$ cat src/rtl/erase_seq_pkg.sv
package erase_seq_pkg;

    typedef enum logic [2:0] {
        ST_IDLE  = 3'd0,
        ST_ARMED = 3'd1,
        ST_READY = 3'd2,
        ST_RUN   = 3'd3,
        ST_SUSP  = 3'd4,
        ST_FIN   = 3'd5
    } esc_state_e;

    typedef struct packed {
        logic susp;
        logic hv;
        logic mode;
    } esc_ctl_t;

    typedef struct packed {
        logic space;
        logic pass;
        logic done;
        logic susp;
        logic hv;
        logic mode;
    } esc_stat_t;

    function automatic logic hv_visible(esc_state_e s);
        return (s == ST_RUN) || (s == ST_SUSP) || (s == ST_FIN);
    endfunction

endpackage

$ cat src/rtl/esc_engine.sv
module esc_engine #(
    parameter int ERASE_CYCLES = 64,
    localparam int CNT_W = $clog2(ERASE_CYCLES + 1)
) (
    input  logic             clk,
    input  logic             rst,
    input  logic             load,
    input  logic             run,
    output logic             finish,
    output logic [CNT_W-1:0] remain
);
    localparam logic [CNT_W-1:0] LOAD_VAL = CNT_W'(ERASE_CYCLES);

    always_ff @(posedge clk) begin
        if (rst) begin
            remain <= '0;
        end else if (load) begin
            remain <= LOAD_VAL;
        end else if (run && remain != '0) begin
            remain <= remain - 1'b1;
        end
    end

    assign finish = run && (remain == CNT_W'(1));

    // the count holds while the engine is neither loaded nor running
    p_count_frozen_r9: assert property (@(posedge clk) disable iff (rst)
        (!load && !run) |=> $stable(remain));

endmodule

$ cat src/rtl/esc_read_guard.sv
module esc_read_guard #(
    parameter int NBLK = 8,
    localparam int BLK_W = (NBLK > 1) ? $clog2(NBLK) : 1
) (
    input  logic             clk,
    input  logic             rst,
    input  logic [NBLK-1:0]  target,
    input  logic             active,
    input  logic             rd_en,
    input  logic [BLK_W-1:0] rd_blk,
    output logic             rd_invalid
);
    logic [NBLK-1:0] hit;

    genvar g;
    generate
        for (g = 0; g < NBLK; g++) begin : g_hit
            assign hit[g] = target[g] && (rd_blk == BLK_W'(g));
        end
    endgenerate

    assign rd_invalid = rd_en && active && (|hit);

    // invalid flag only on a read during an erase
    p_invalid_on_read_r11: assert property (@(posedge clk) disable iff (rst)
        rd_invalid |-> (rd_en && active));

endmodule

$ cat src/rtl/erase_seq_ctrl.sv
module erase_seq_ctrl
    import erase_seq_pkg::*;
#(
    parameter int NBLK = 8,
    parameter int ERASE_CYCLES = 64,
    localparam int BLK_W = (NBLK > 1) ? $clog2(NBLK) : 1
) (
    input  logic             clk,
    input  logic             rst,
    input  logic             ctl_wr,
    input  logic [2:0]       ctl_wdata,
    output logic [5:0]       ctl_rdata,
    input  logic             sel_wr,
    input  logic [NBLK-1:0]  sel_wdata,
    input  logic [NBLK-1:0]  lock_mask,
    input  logic             arr_wr,
    input  logic             shadow_en,
    input  logic             rd_en,
    input  logic [BLK_W-1:0] rd_blk,
    output logic             rd_invalid,
    output logic [NBLK-1:0]  erase_blocks
);
    localparam int CNT_W = $clog2(ERASE_CYCLES + 1);

    esc_ctl_t        wr;
    esc_stat_t       stat;
    esc_state_e      st, st_nx;
    logic [NBLK-1:0] sel_q, tgt_q;
    logic            pass_q, space_q;
    logic            hv_vis, interlock, ctl_act_run, abort_req;
    logic            eng_load, eng_run, eng_finish;
    logic [CNT_W-1:0] eng_remain;

    assign wr          = esc_ctl_t'(ctl_wdata);
    assign hv_vis      = hv_visible(st);
    assign interlock   = (st == ST_ARMED) && arr_wr && !(ctl_wr && !wr.mode);
    assign ctl_act_run = ctl_wr && (!wr.hv || wr.susp);
    assign abort_req   = (st == ST_RUN) && ctl_wr && !wr.hv;
    assign eng_load    = (st == ST_READY) && ctl_wr && wr.mode && wr.hv;
    assign eng_run     = (st == ST_RUN) && !ctl_act_run;

    esc_engine #(.ERASE_CYCLES(ERASE_CYCLES)) u_engine (
        .clk    (clk),
        .rst    (rst),
        .load   (eng_load),
        .run    (eng_run),
        .finish (eng_finish),
        .remain (eng_remain)
    );

    esc_read_guard #(.NBLK(NBLK)) u_guard (
        .clk        (clk),
        .rst        (rst),
        .target     (tgt_q),
        .active     ((st == ST_RUN) || (st == ST_SUSP)),
        .rd_en      (rd_en),
        .rd_blk     (rd_blk),
        .rd_invalid (rd_invalid)
    );

    always_comb begin
        st_nx = st;
        unique case (st)
            ST_IDLE:  if (ctl_wr && wr.mode) st_nx = ST_ARMED;
            ST_ARMED: begin
                if (ctl_wr && !wr.mode) st_nx = ST_IDLE;
                else if (arr_wr)        st_nx = ST_READY;
            end
            ST_READY: begin
                if (ctl_wr && !wr.mode)   st_nx = ST_IDLE;
                else if (ctl_wr && wr.hv) st_nx = ST_RUN;
            end
            ST_RUN: begin
                if (abort_req)                 st_nx = ST_ARMED;
                else if (ctl_wr && wr.susp)    st_nx = ST_SUSP;
                else if (eng_finish)           st_nx = ST_FIN;
            end
            ST_SUSP:  if (ctl_wr && wr.hv && !wr.susp) st_nx = ST_RUN;
            ST_FIN:   if (ctl_wr && !wr.hv) st_nx = ST_ARMED;
            default:  st_nx = ST_IDLE;
        endcase
    end

    always_ff @(posedge clk) begin
        if (rst) begin
            st      <= ST_IDLE;
            sel_q   <= '0;
            tgt_q   <= '0;
            pass_q  <= 1'b0;
            space_q <= 1'b0;
        end else begin
            st <= st_nx;
            if (sel_wr && !hv_vis) sel_q <= sel_wdata;
            if (eng_load) tgt_q <= sel_q & ~lock_mask;
            if (interlock) space_q <= shadow_en;
            if (eng_load || abort_req) pass_q <= 1'b0;
            else if (eng_finish && !ctl_act_run) pass_q <= 1'b1;
        end
    end

    always_comb begin
        stat.mode  = (st != ST_IDLE);
        stat.hv    = hv_vis;
        stat.susp  = (st == ST_SUSP);
        stat.done  = (st == ST_FIN);
        stat.pass  = pass_q;
        stat.space = space_q;
    end

    assign ctl_rdata    = stat;
    assign erase_blocks = (st == ST_RUN) ? tgt_q : '0;

    // done is only reported with start high
    p_done_with_hv_r6: assert property (@(posedge clk) disable iff (rst)
        stat.done |-> stat.hv);

    // start can only become visible out of the interlocked state
    p_start_gated_r3: assert property (@(posedge clk) disable iff (rst)
        $rose(stat.hv) |-> ($past(st) == ST_READY));

    // no abort while suspended
    p_no_abort_susp_r10: assert property (@(posedge clk) disable iff (rst)
        (st == ST_SUSP && ctl_wr) |=> stat.hv);

    // abort reports failure and no done
    p_abort_fails_r8: assert property (@(posedge clk) disable iff (rst)
        abort_req |=> (!stat.pass && !stat.done && erase_blocks == '0));

    // locked blocks are never driven for erase
    p_lock_skip_r6: assert property (@(posedge clk) disable iff (rst)
        eng_load |=> ((erase_blocks & $past(lock_mask)) == '0));

endmodule

$ cat config.mk
export PLATFORM = sky130hd
export DESIGN_NAME = erase_seq_ctrl
export DESIGN_NICKNAME = d
export VERILOG_FILES = /design/src/rtl/erase_seq_pkg.sv /design/src/rtl/esc_engine.sv /design/src/rtl/esc_read_guard.sv /design/src/rtl/erase_seq_ctrl.sv
export SDC_FILE = /design/constraint.sdc
export NUM_CORES = 1
export LEC_CHECK = 0
export BUFFER_PORTS_ARGS = -buffer_cell sky130_fd_sc_hd__buf_2
export CAP_MARGIN = 20
export CORE_UTILIZATION = 50
export CTS_BUF_LIST = sky130_fd_sc_hd__clkbuf_16
export DETAILED_ROUTE_END_ITERATION = 6
export PLACE_DENSITY = 0.74
export SLEW_MARGIN = 20
export SYNTH_ARGS = -nofsm -noshare
export SYNTH_HDL_FRONTEND = slang
export SYNTH_SLANG_ARGS = --single-unit
$ cat constraint.sdc
create_clock -name clk -period 4.3 [get_ports clk]
set_input_delay 0.215 -clock clk [delete_from_list [all_inputs] [get_ports clk]]
set_output_delay 0.215 -clock clk [all_outputs]
set_load 0.01 [all_outputs]
# ---- After elaboration in Yosys (flattened, before gate mapping)
# Cells that the tools add are included.
dict set report word_totals {
  reg_bits 28
  elab_cells 91
  inputBits 29
  out_inout_bits 15
}
dict set report classes {
  addsub 1
  n_eq_ne 19
  reduce_logical 48
  n_bitwise 2
  muxes 14
}
# op count
set op_table {}
lappend op_table {{3-bit two-way mux} 10}
lappend op_table {{1-bit logical AND} 29}
lappend op_table {{3-bit == test (second input constant)} 6}
lappend op_table {{3-bit case mux with 6 select lines} 1}
lappend op_table {{7-bit two-way mux} 2}
lappend op_table {{3-bit by 2-bit == test with 1-bit output (second input constant)} 4}
lappend op_table {{8-bit bitwise AND} 1}
lappend op_table {{8-bit two-way mux} 1}
lappend op_table {{8-bit NOT} 1}
lappend op_table {{8-bit OR reduction} 1}
lappend op_table {{7-bit by 1-bit == test with 1-bit output (second input constant)} 1}
lappend op_table {{7-bit nonzero test} 1}
lappend op_table {{7-bit by 1-bit subtractor with 7-bit output (second input constant)} 1}
lappend op_table {{3-bit by 1-bit == test with 1-bit output (second input constant)} 2}
lappend op_table {{1-bit logical NOT} 6}
lappend op_table {{3-bit logical NOT} 2}
lappend op_table {{6-bit AND reduction} 1}
lappend op_table {{1-bit logical OR} 4}
lappend op_table {{2-bit by 1-bit inequality test with 1-bit output (second input constant)} 2}
lappend op_table {{4-bit by 3-bit inequality test with 1-bit output (second input constant)} 1}
lappend op_table {{2-bit OR reduction} 2}
lappend op_table {{3-bit by 1-bit inequality test with 1-bit output (second input constant)} 1}
lappend op_table {{3-bit by 2-bit inequality test with 1-bit output (second input constant)} 1}
lappend op_table {{3-bit nonzero test} 1}
lappend op_table {{2 further kinds} 2}

# ---- Logic depth before layout (Yosys ltp)
# Gate-level depths: netlist of the first run.
dict set report logic_depth {
  depth_word 10
  depth_mapped 6
  mapped_depth_nobuf 6
}

# ---- By module
# From an unflattened synthesis of the first run, not the netlist that was laid out.
dict set report unflattened {
  cells_unflattened 186
  hier_area_um2 1596.5
}
# mod seq_area_each_um2 cells_each area_per_inst_um2 n_inst
set by_module_without_submodules {}
lappend by_module_without_submodules {erase_seq_ctrl 420.4 133 1131.1 1}
lappend by_module_without_submodules {esc_engine 140.1 45 387.9 1}
lappend by_module_without_submodules {esc_read_guard 0.0 8 77.6 1}

# ---- Worst setup path after synthesis of the first run
# OpenSTA, ideal clock, no wires.
dict set report synth_timing {
  path_type {reg2reg}
  from {register u_engine.remain[0]}
  to {register u_engine.remain[5]}
  setup_slack_ns 2.626
  period_less_slack_ns 1.674
  path_stages_with_launch 7
  n_path_buf 0
  arrival_ns 1.606
  setup_time_ns 0.068
  required_ns 4.232
  cell_sequence {dfxtp_1 inv_1 ha_1 or3b_1 o221ai_4 or4_4 a21oi_2}
}
dict set report synth_via {
  elab_chain_len 2
  word_cells_on_any_way 3
  classes_between {add/sub (1); reduce/logical (2)}
}
# item line_no
set synth_rtl {}
lappend synth_rtl {{start: declaration} esc_engine.sv:10} ;# output logic [CNT_W-1:0] remain
lappend synth_rtl {{start signal: assignment} esc_engine.sv:20} ;# remain <= remain - 1'b1;
lappend synth_rtl {{branches (longest 2 deep; another with 7-bit by 1-bit subtractor with 7-bit output)} --}
# Parallel ways; which one is timed is not known.
# A chain may end at the register's enable or synchronous reset.

# ---- Final worst setup path of the first run
# Same ends and word-level chain as after synthesis.

==> results of run 1 <==
cells in the final DEF, fill, tap and decap left out, drive strengths merged, types with 2 or more instances in the layout:
master | synthesis | layout
a211oi | 9 | 9
a21oi | 14 | 14
a31oi | 3 | 3
and2 | 9 | 9
buf | 7 | 43
clkbuf | 4 | 3
clkinv | 1 | 2
dfxtp | 28 | 28
ha | 2 | 2
inv | 5 | 5
mux2i | 12 | 12
mux4 | 2 | 2
nand2 | 11 | 11
nand2b | 3 | 3
nand3b | 11 | 11
nor2 | 19 | 19
nor2b | 2 | 2
nor3 | 7 | 7
o21ai | 4 | 4
or3 | 5 | 5
power by group through the flow:
stage / sequential (W) / combinational (W) / clock (W)
2_1_floorplan: 0.000276 / 0.0000450 / 0
3_3_place_gp: 0.000281 / 0.0000600 / 0
3_5_place_dp: 0.000281 / 0.0000617 / 0
4_1_cts: 0.000275 / 0.0000619 / 0.000217
5_1_grt: 0.000277 / 0.0000685 / 0.000228
6_report: 0.000276 / 0.0000615 / 0.000213
worst min-delay path: cells and delay by family:
kind / cells / cell delay, ns
mux: 1 / 0.05
buf+inv: 1 / 0.07
simple gates: 1 / 0.07
sequential cells by signal, indices dropped and copies added (netlist names):
signal and flops:
pass_q 1, u_engine.remain 7, space_q 1, sel_q 8
st 3, tgt_q 8
routing by layer:
metal | part of all wire [%] | up-vias | wire (um) | track usage, %
met1 | 44 | 657 | 1500 | 28.0
li1 | - | 692 | - | -
met2 | 50 | 40 | 1720 | 38.7
met5 | 0 | - | 0 | 0
met3 | 5.4 | 5 | 187 | 5.67
met4 | 0.82 | 0 | 28 | 6.27
area by class of cell:
| cell class | count | area (um^2) |
|---|---|---|
| clock buffers | 3 | 75.1 |
| clock inverters | 1 | 3.75 |
| fillers | 260 | 1010 |
| inverters | 6 | 22.5 |
| multi-input cells | 130 | 901 |
| flip-flops and latches | 28 | 561 |
| well taps | 31 | 38.8 |
| repair buffers | 43 | 215 |
worst max-delay path by stage:
stage	start	end	slack, ns	cells after the start
6_report	u_engine.remain[0]	u_engine.remain[5]	2.46	6
5_1_grt	st[0]	st[0]	2.36	4
4_1_cts	u_engine.remain[0]	u_engine.remain[5]	2.47	6
3_5_place_dp	u_engine.remain[0]	u_engine.remain[5]	2.50	6
3_3_place_gp	u_engine.remain[0]	u_engine.remain[5]	2.58	6
2_1_floorplan	u_engine.remain[0]	u_engine.remain[5]	2.63	6
cell families (layout without fill, tap and decap cells):
group / count (synthesis) / in the layout / share of synthesized area, %
adders and majority gates: 2 / 2 / 1.62
AOI/OAI and AO/OA: 36 / 36 / 16.5
and+or+nand+nor: 78 / 78 / 29.6
DFF: 28 / 28 / 36.3
buffers and inverters: 17 / 53 / 5.35
muxes: 14 / 14 / 10.7
metrics by stage:
stage	cells	worst slack, ns	hold WS (ns)	utilization (%)
floorplan	175	2.63	0.359	-
global placement	238	2.58	0.447	61.4
detailed placement	238	2.50	0.453	61.4
CTS	242	2.47	0.181	64.2
global route	242	2.36	0.187	64.2
finish	242	2.46	0.177	64.2
==> impl_metrics.toml, run 1 <==
[critical_path]
crit_family = "simple AND/OR/NAND/NOR gates"
rrSetupSlack_ns = 2.46
rr_startpoint = "u_engine.remain[0]"
slowest_stage = "or4_4"
critical_path_class = "flop to flop"
critPathCaptureType = "flop"
cpPeakStageDelay_ns = 0.54
start_kind = "flop"
path_buf_inv = 1
crit_arrival_ns = 2.04
path_max_fanout = 7
r2r-end = "u_engine.remain[5]"
rr_worst_depth = 6
crit_required_ns = 4.50
worstPathCellList = "inv_1, ha_1, or3b_1, o221ai_4, or4_4, a21oi_2"

[global_route]
first_global_vias = 1324
antenna_found_initial = 0
grt_overflow = 0
grt_max_degree = 24
grt_pass1_wl_mm = 5.78
grt_usage_pct = 22.6

[min_path]
hp-start = "sel_wdata[5]"
hold_path.class = "input pin to flop"
hold_end = "sel_q[5]"
holdPathStages = 3

[sta]
period_share_pct = 42.7
max_freq_mhz = 544
hold_violations = 0
finClkSkew_ns = 0.00291
drv_slew = 0
min_period_ns = 1.84
setup_tns_ns = 0
finalSetupViolations = 0
tightest_slew_ns = 0.634
rsz0062_at_grt = "false"
relSlewSlack_pct = 57.5

[power]
p_per_area_nw_per_um2 = 303
total_power_w = 0.000550
power_leakage_nw = 0.795
peakVddDrop_mv = 0.285
p_int_w = 0.000422
pwr-share-comb_pct = 11.2
clockPowerShare_pct = 38.7
seqPwrFrac_pct = 50.1
p_switching_w = 0.000128
switching_share_pct = 23.3

[detailed_routing]
vias = 1394
viasPerCell = 5.76
drcViolationCount = 0
ant_nets = 0
wl_per_cell_um = 14.2
initialDrtViolationCount = 65
wl_mm = 3.43
firstDrtPassIters = 4

[yosys]
yosys-top-cells-count = "dfxtp_1, nor2_1, a21oi_1, mux2i_1"
synth.distinct_cells = 43
synth_area_um2 = 1540
post-synth-top-count-cell = "dfxtp_1"
ys_async_sr_fraction_pct = 0
yosysWarnings = 0
synth_edf_count = 0
yosys.area.top_type = "dfxtp_1"
ys_top_cells_by_area = "dfxtp_1, mux2i_1, nand3b_1"
syn_avg_cell_area_um2 = 8.82
synth_top_area_share_pct = 36.3
synth-seq-cells = 28
synth-seq-area-share_pct = 36.3
synth_fp_nets = 206
netlist_instances = 175
synthFlopType = "dfxtp_1"

[floorplanning]
start_util_pct = 54.6
dieArea_um2 = 3310
die_x_um = 57.6
fp.dieH_um = 57.6
coreArea_um2 = 2830
ios = 44
rows = 19

[status]
outcome = "finished clean"

[placement]
io_buffer_count = 43
gp_congestion = 0.759
hpwl_mm = 2.58
place_area_um2 = 1740

[clock_network]
clockBufferDepth = 2
cts_resized = 0
h-tree-depth = 1
cts_sinks = 28
cts_hold_buf = 0
root_buffer = "clkbuf_16"
post-cts-setup-buffer-count = 0
tritoncts = "yes"
path_clk_slew_ns = 0.07
worstSkewPairLatency_ns = 0.26
cts_inserted_buffers = 3

[finish]
antenna_cells = 0
final_cell_area_um2 = 1820
areaGrowthSynthToFinish_pct = 17.7
nNetsFinal = 243
layout-drive-gt1-share_pct = 28.9

[flow_run]
drv_cap = 0
Power figures use the tool's default switching activity.
==> inputs of run 2 (changes only) <==
--- a/config.mk
+++ b/config.mk
@@ -7,10 +7,10 @@
 export LEC_CHECK = 0
 export BUFFER_PORTS_ARGS = -buffer_cell sky130_fd_sc_hd__buf_2
 export CAP_MARGIN = 20
-export CORE_UTILIZATION = 50
+export CORE_UTILIZATION = 46
 export CTS_BUF_LIST = sky130_fd_sc_hd__clkbuf_16
 export DETAILED_ROUTE_END_ITERATION = 6
-export PLACE_DENSITY = 0.74
+export PLACE_DENSITY = 0.72
 export SLEW_MARGIN = 20
 export SYNTH_ARGS = -nofsm -noshare
 export SYNTH_HDL_FRONTEND = slang
==> constraint.sdc (replaced) <==
create_clock -name clk -period 1.5 [get_ports clk]
set_input_delay 0.075 -clock clk [delete_from_list [all_inputs] [get_ports clk]]
set_output_delay 0.075 -clock clk [all_outputs]
set_load 0.01 [all_outputs]
==> impl_metrics.toml, run 2 (synthesis gave the netlist of run 1 again) <==
[floorplanning]
coreArea_um2 = 3130
ios = 44
dieArea_um2 = 3590
die_x_um = 59.9
rows = 20
fp.dieH_um = 59.9
start_util_pct = 49.4

[detailed_routing]
drcViolationCount = 0
initialDrtViolationCount = 55
firstDrtPassIters = 4
ant_nets = 0
vias = 1444
wl_mm = 3.97
viasPerCell = 5.35
wl_per_cell_um = 14.7

[critical_path]
rr_startpoint = "u_engine.remain[1]"
critical_path_class = "flop to flop"
path_max_fanout = 7
slowest_stage = "or4_4"
start_kind = "flop"
r2r-end = "u_engine.remain[5]"
critPathCaptureType = "flop"
worstPathCellList = "inv_2, ha_4, or3b_4, o221ai_4, or4_4, a21oi_2"
crit_arrival_ns = 1.78
crit_required_ns = 1.70
rrSetupSlack_ns = -0.08
cpPeakStageDelay_ns = 0.43
rr_worst_depth = 6

[power]
p_per_area_nw_per_um2 = 868
seqPwrFrac_pct = 43.3
clockPowerShare_pct = 44.2
peakVddDrop_mv = 0.480
p_switching_w = 0.000402
p_int_w = 0.00141
power_leakage_nw = 0.904
switching_share_pct = 22.2
pwr-share-comb_pct = 12.6

[finish]
final_cell_mix = "buf_2, dfxtp_1, nor2_1"
layout-drive-gt1-share_pct = 43.8
antenna_cells = 0
final_common_cell = "buf_2"
final_cells = 270
nNetsFinal = 258
biggestRegsByFlops = "sel_q x8, tgt_q x8, u_engine.remain x7"
areaGrowthSynthToFinish_pct = 34.8

[sta]
relSlewSlack_pct = 71.2
setup_slack_ns = -0.0798
hold_violations = 0
finClkSkew_ns = 0.00153
tightest_slew_ns = 0.432
finalSetupViolations = 6
max_freq_mhz = 633
rsz0062_at_grt = "true"
drv_slew = 0
holdWs_ns = 0.0403
min_period_ns = 1.58
period_share_pct = 105
setup_tns_ns = -0.226

[placement]
gp_congestion = 0.781
io_buffer_count = 43
hpwl_mm = 2.70
place_inst = 263

[clock_network]
tritoncts = "yes"
h-tree-depth = 1
cts_inserted_buffers = 3
cts_sinks = 28
root_buffer = "clkbuf_16"
worstSkewPairLatency_ns = 0.26
cts_hold_buf = 0
path_clk_slew_ns = 0.07
clockBufferDepth = 2

[min_path]
hp-start = "sel_wdata[5]"
hold_end = "sel_q[5]"
hold_path.class = "input pin to flop"
holdPathStages = 3

[flow_run]
drv_cap = 0

[global_route]
grt_pass1_wl_mm = 6.28
first_global_vias = 1386
grt_max_degree = 24
grt_usage_pct = 23.7
grt_overflow = 0
antenna_found_initial = 0

[status]
violations = "negative setup slack"
outcome = "finished with violations"
run 2: cell types whose count changed in the layout (fill, tap and decap cells not counted), sizes merged:
cell | before | now
bufinv | 0 | 1
buf | 43 | 58
clkinv | 2 | 1
run 2: power groups by stage:
stage	Clock [W]	Combinational, W	Sequential, W
2_1_floorplan	0	0.000129	0.000791
3_3_place_gp	0	0.000196	0.000796
3_5_place_dp	0	0.000201	0.000798
4_1_cts	0.000807	0.000217	0.000781
5_1_grt	0.000839	0.000248	0.000785
6_report	0.000799	0.000227	0.000782
run 2: metrics by stage:
| step | setup WS (ns) | utilization (%) | total power (W) | area (um^2) |
|---|---|---|---|---|
| 6_report | -0.0798 | 66.6 | 0.00181 | 2080 |
| 5_1_grt | -0.121 | 66.6 | 0.00187 | 2080 |
| 4_1_cts | -0.0850 | 64.4 | 0.00180 | 2020 |
| 3_5_place_dp | -0.153 | 59.2 | 0.000999 | 1850 |
| 3_3_place_gp | -0.0657 | 59.2 | 0.000992 | 1850 |
| 2_1_floorplan | -0.0580 | - | 0.000920 | 1550 |
run 2: worst max path at each step:
stage,start,slack (ns),endpoint
6_report,u_engine.remain[1],-0.08,u_engine.remain[5]
5_1_grt,u_engine.remain[1],-0.12,u_engine.remain[1]
4_1_cts,u_engine.remain[1],-0.09,u_engine.remain[5]
3_5_place_dp,u_engine.remain[0],-0.15,u_engine.remain[4]
3_3_place_gp,u_engine.remain[0],-0.07,u_engine.remain[4]
2_1_floorplan,u_engine.remain[0],-0.06,u_engine.remain[5]
run 2: what timing repair did:
item                                    in CTS  in global routing
resized for setup                           14                 15
buffers inserted                             1                  2
hold endpoints to repair                     0                  0
pin swaps                                   10                  4
endpoints found under the setup margin      11                 20
run 2: layout make-up:
type                    count  area, um^2
well taps                  44        55.1
clock inverters             1        30.0
multi-input cells         130         995
fillers                   257        1050
clock buffers               3        75.1
inverters                   6        22.5
flip-flops and latches     28         569
repair buffers             58         335
run 2: layer usage:
layer	vias up	wire length, um	global-route usage, %
li1	721	-	-
met2	37	2110	43.5
met3	5	149	3.25
met1	681	1660	28.2
met4	0	41	7.31
met5	-	0	0
run 2: worst max-delay path: cells and delay by family, from the launching register on:
family          cells  cell delay [ns]
flops               1             0.34
compound gates      2             0.27
simple gates        2             0.70
fa+ha+maj           1             0.15
buf+inv             1             0.05
==> inputs of run 3 (changes only) <==
--- a/config.mk
+++ b/config.mk
@@ -6,7 +6,7 @@
 export NUM_CORES = 1
 export LEC_CHECK = 0
 export BUFFER_PORTS_ARGS = -buffer_cell sky130_fd_sc_hd__buf_2
-export CAP_MARGIN = 20
+export CORE_ASPECT_RATIO = 0.5
 export CORE_UTILIZATION = 46
 export CTS_BUF_LIST = sky130_fd_sc_hd__clkbuf_16
 export DETAILED_ROUTE_END_ITERATION = 6
==> impl_metrics.toml, run 3 (synthesis gave the netlist of run 1 again) <==
[status]
outcome = "finished with violations"
violations = "design-rule violations, negative setup slack"

[global_route]
first_global_vias = 1407
grt_max_degree = 24
grt_usage_pct = 22.6
antenna_found_initial = 0
grt_overflow = 0
grt_pass1_wl_mm = 6.38

[detailed_routing]
wl_per_cell_um = 14.9
wl_mm = 4.05
firstDrtPassIters = 6
ant_nets = 0
viasPerCell = 5.58
initialDrtViolationCount = 144
vias = 1518
drcViolationCount = 2

[sta]
max_freq_mhz = 637
min_period_ns = 1.57
finalSetupViolations = 7
hold_violations = 0
finClkSkew_ns = 0.00334
period_share_pct = 105
drv_slew = 0
tightest_slew_ns = 0.451
setup_slack_ns = -0.0689
relSlewSlack_pct = 69.9
rsz0062_at_grt = "true"

[clock_network]
path_clk_slew_ns = 0.07
clockBufferDepth = 2
cts_hold_buf = 0
root_buffer = "clkbuf_16"
h-tree-depth = 1
cts_sinks = 28
cts_inserted_buffers = 3
worstSkewPairLatency_ns = 0.27
tritoncts = "yes"

[finish]
num-fill-cells = 261
final_common_cell = "buf_2"
antenna_cells = 0
areaGrowthSynthToFinish_pct = 35.3
final_cell_mix = "buf_2, dfxtp_1, buf_4"
nNetsFinal = 264
biggestRegsByFlops = "sel_q x8, tgt_q x8, u_engine.remain x7"
layout-drive-gt1-share_pct = 42.2
final_cell_area_um2 = 2090

[critical_path]
crit_family = "simple AND/OR/NAND/NOR gates"
rrSetupSlack_ns = -0.07
crit_required_ns = 1.66
worstSetupStartpoint = "u_engine.remain[1]"
worstPathCellList = "inv_2, ha_4, or3b_4, a211oi_4, mux2i_1, nor2_1"
critPathCaptureType = "flop"
path_max_fanout = 3
critical_path_class = "flop to flop"
crit_arrival_ns = 1.73
cpPeakStageDelay_ns = 0.42
rr_startpoint = "u_engine.remain[1]"
start_kind = "flop"
slowest_stage = "or3b_4"
path_buf_inv = 1

[floorplanning]
dieArea_um2 = 3610
fp.dieH_um = 43.0
die_x_um = 83.9
rows = 14
coreArea_um2 = 3100
start_util_pct = 49.8
ios = 44

[placement]
pre_cts_ws_ns = -0.127
hpwl_mm = 2.70
gp_congestion = 0.808
io_buffer_count = 43
place_area_um2 = 1880

[power]
peakVddDrop_mv = 0.555
power_leakage_nw = 0.926
p_per_area_nw_per_um2 = 866

[flow_run]
drv_cap = 0

[min_path]
hold_path.class = "input pin to flop"
hp-start = "sel_wdata[7]"
-- run 3: changes by cell type in the layout (fill, tap and decap cells not counted), sizes merged --
cell / delta
buf: +6
-- run 3: power breakdown --
part	leakage (nW)	internal, W	switching, W
clock	0.0511	0.000532	0.000269
sequential	0.229	0.000765	0.0000183
combinational	0.645	0.000111	0.000115
total	0.926	0.00141	0.000402
-- run 3: cell type report --
class | count | area, um^2 | area share (%)
tap | 40 | 50.0 | 2.40
clock inverter | 1 | 30.0 | 1.44
timing repair buffer | 64 | 377 | 18.0
inverter | 6 | 22.5 | 1.08
multi-input combinational | 130 | 970 | 46.4
clock buffer | 3 | 75.1 | 3.59
sequential | 28 | 566 | 27.1
-- run 3: what timing repair did --
action                                  in CTS  in global routing
pin swaps                                    5                  4
resized for setup                            9                  9
setup buffers                                0                  5
endpoints found under the setup margin      11                 14
-- run 3: worst min-delay path, stage by stage --
cell and delay [ns]:
buf_2 0.07, mux2i_1 0.05, nor2_1 0.07
-- run 3: stage by stage --
| step | power (W) | cells | utilization, % | hold slack (ns) | setup TNS [ns] |
|---|---|---|---|---|---|
| 3_3_place_gp | 0.00100 | 263 | 60.5 | 0.303 | -0.190 |
| 3_5_place_dp | 0.00101 | 263 | 60.5 | 0.313 | -0.496 |
| 5_1_grt | 0.00186 | 272 | 67.4 | 0.0403 | -0.999 |
| 2_1_floorplan | 0.000920 | 175 | - | 0.219 | -0.123 |
| 6_report | 0.00181 | 272 | 67.4 | 0.0355 | -0.302 |
| 4_1_cts | 0.00179 | 267 | 64.6 | 0.0397 | -0.321 |
-- run 3: final timing paths --
kind	endpoint	cells after the start
setup / recovery	u_engine.remain[4]	6
hold / removal	sel_q[7]	3
setup reg to reg	u_engine.remain[4]	6
hold reg to reg	tgt_q[4]	2
-- run 3: per-layer routing --
metal | track usage (%) | wire length (um) | vias up
met5 | 0 | 0 | -
met4 | 5.17 | 44 | 0
met3 | 6.03 | 230 | 6
met2 | 39.5 | 1930 | 51
met1 | 28.3 | 1850 | 719
li1 | - | - | 742
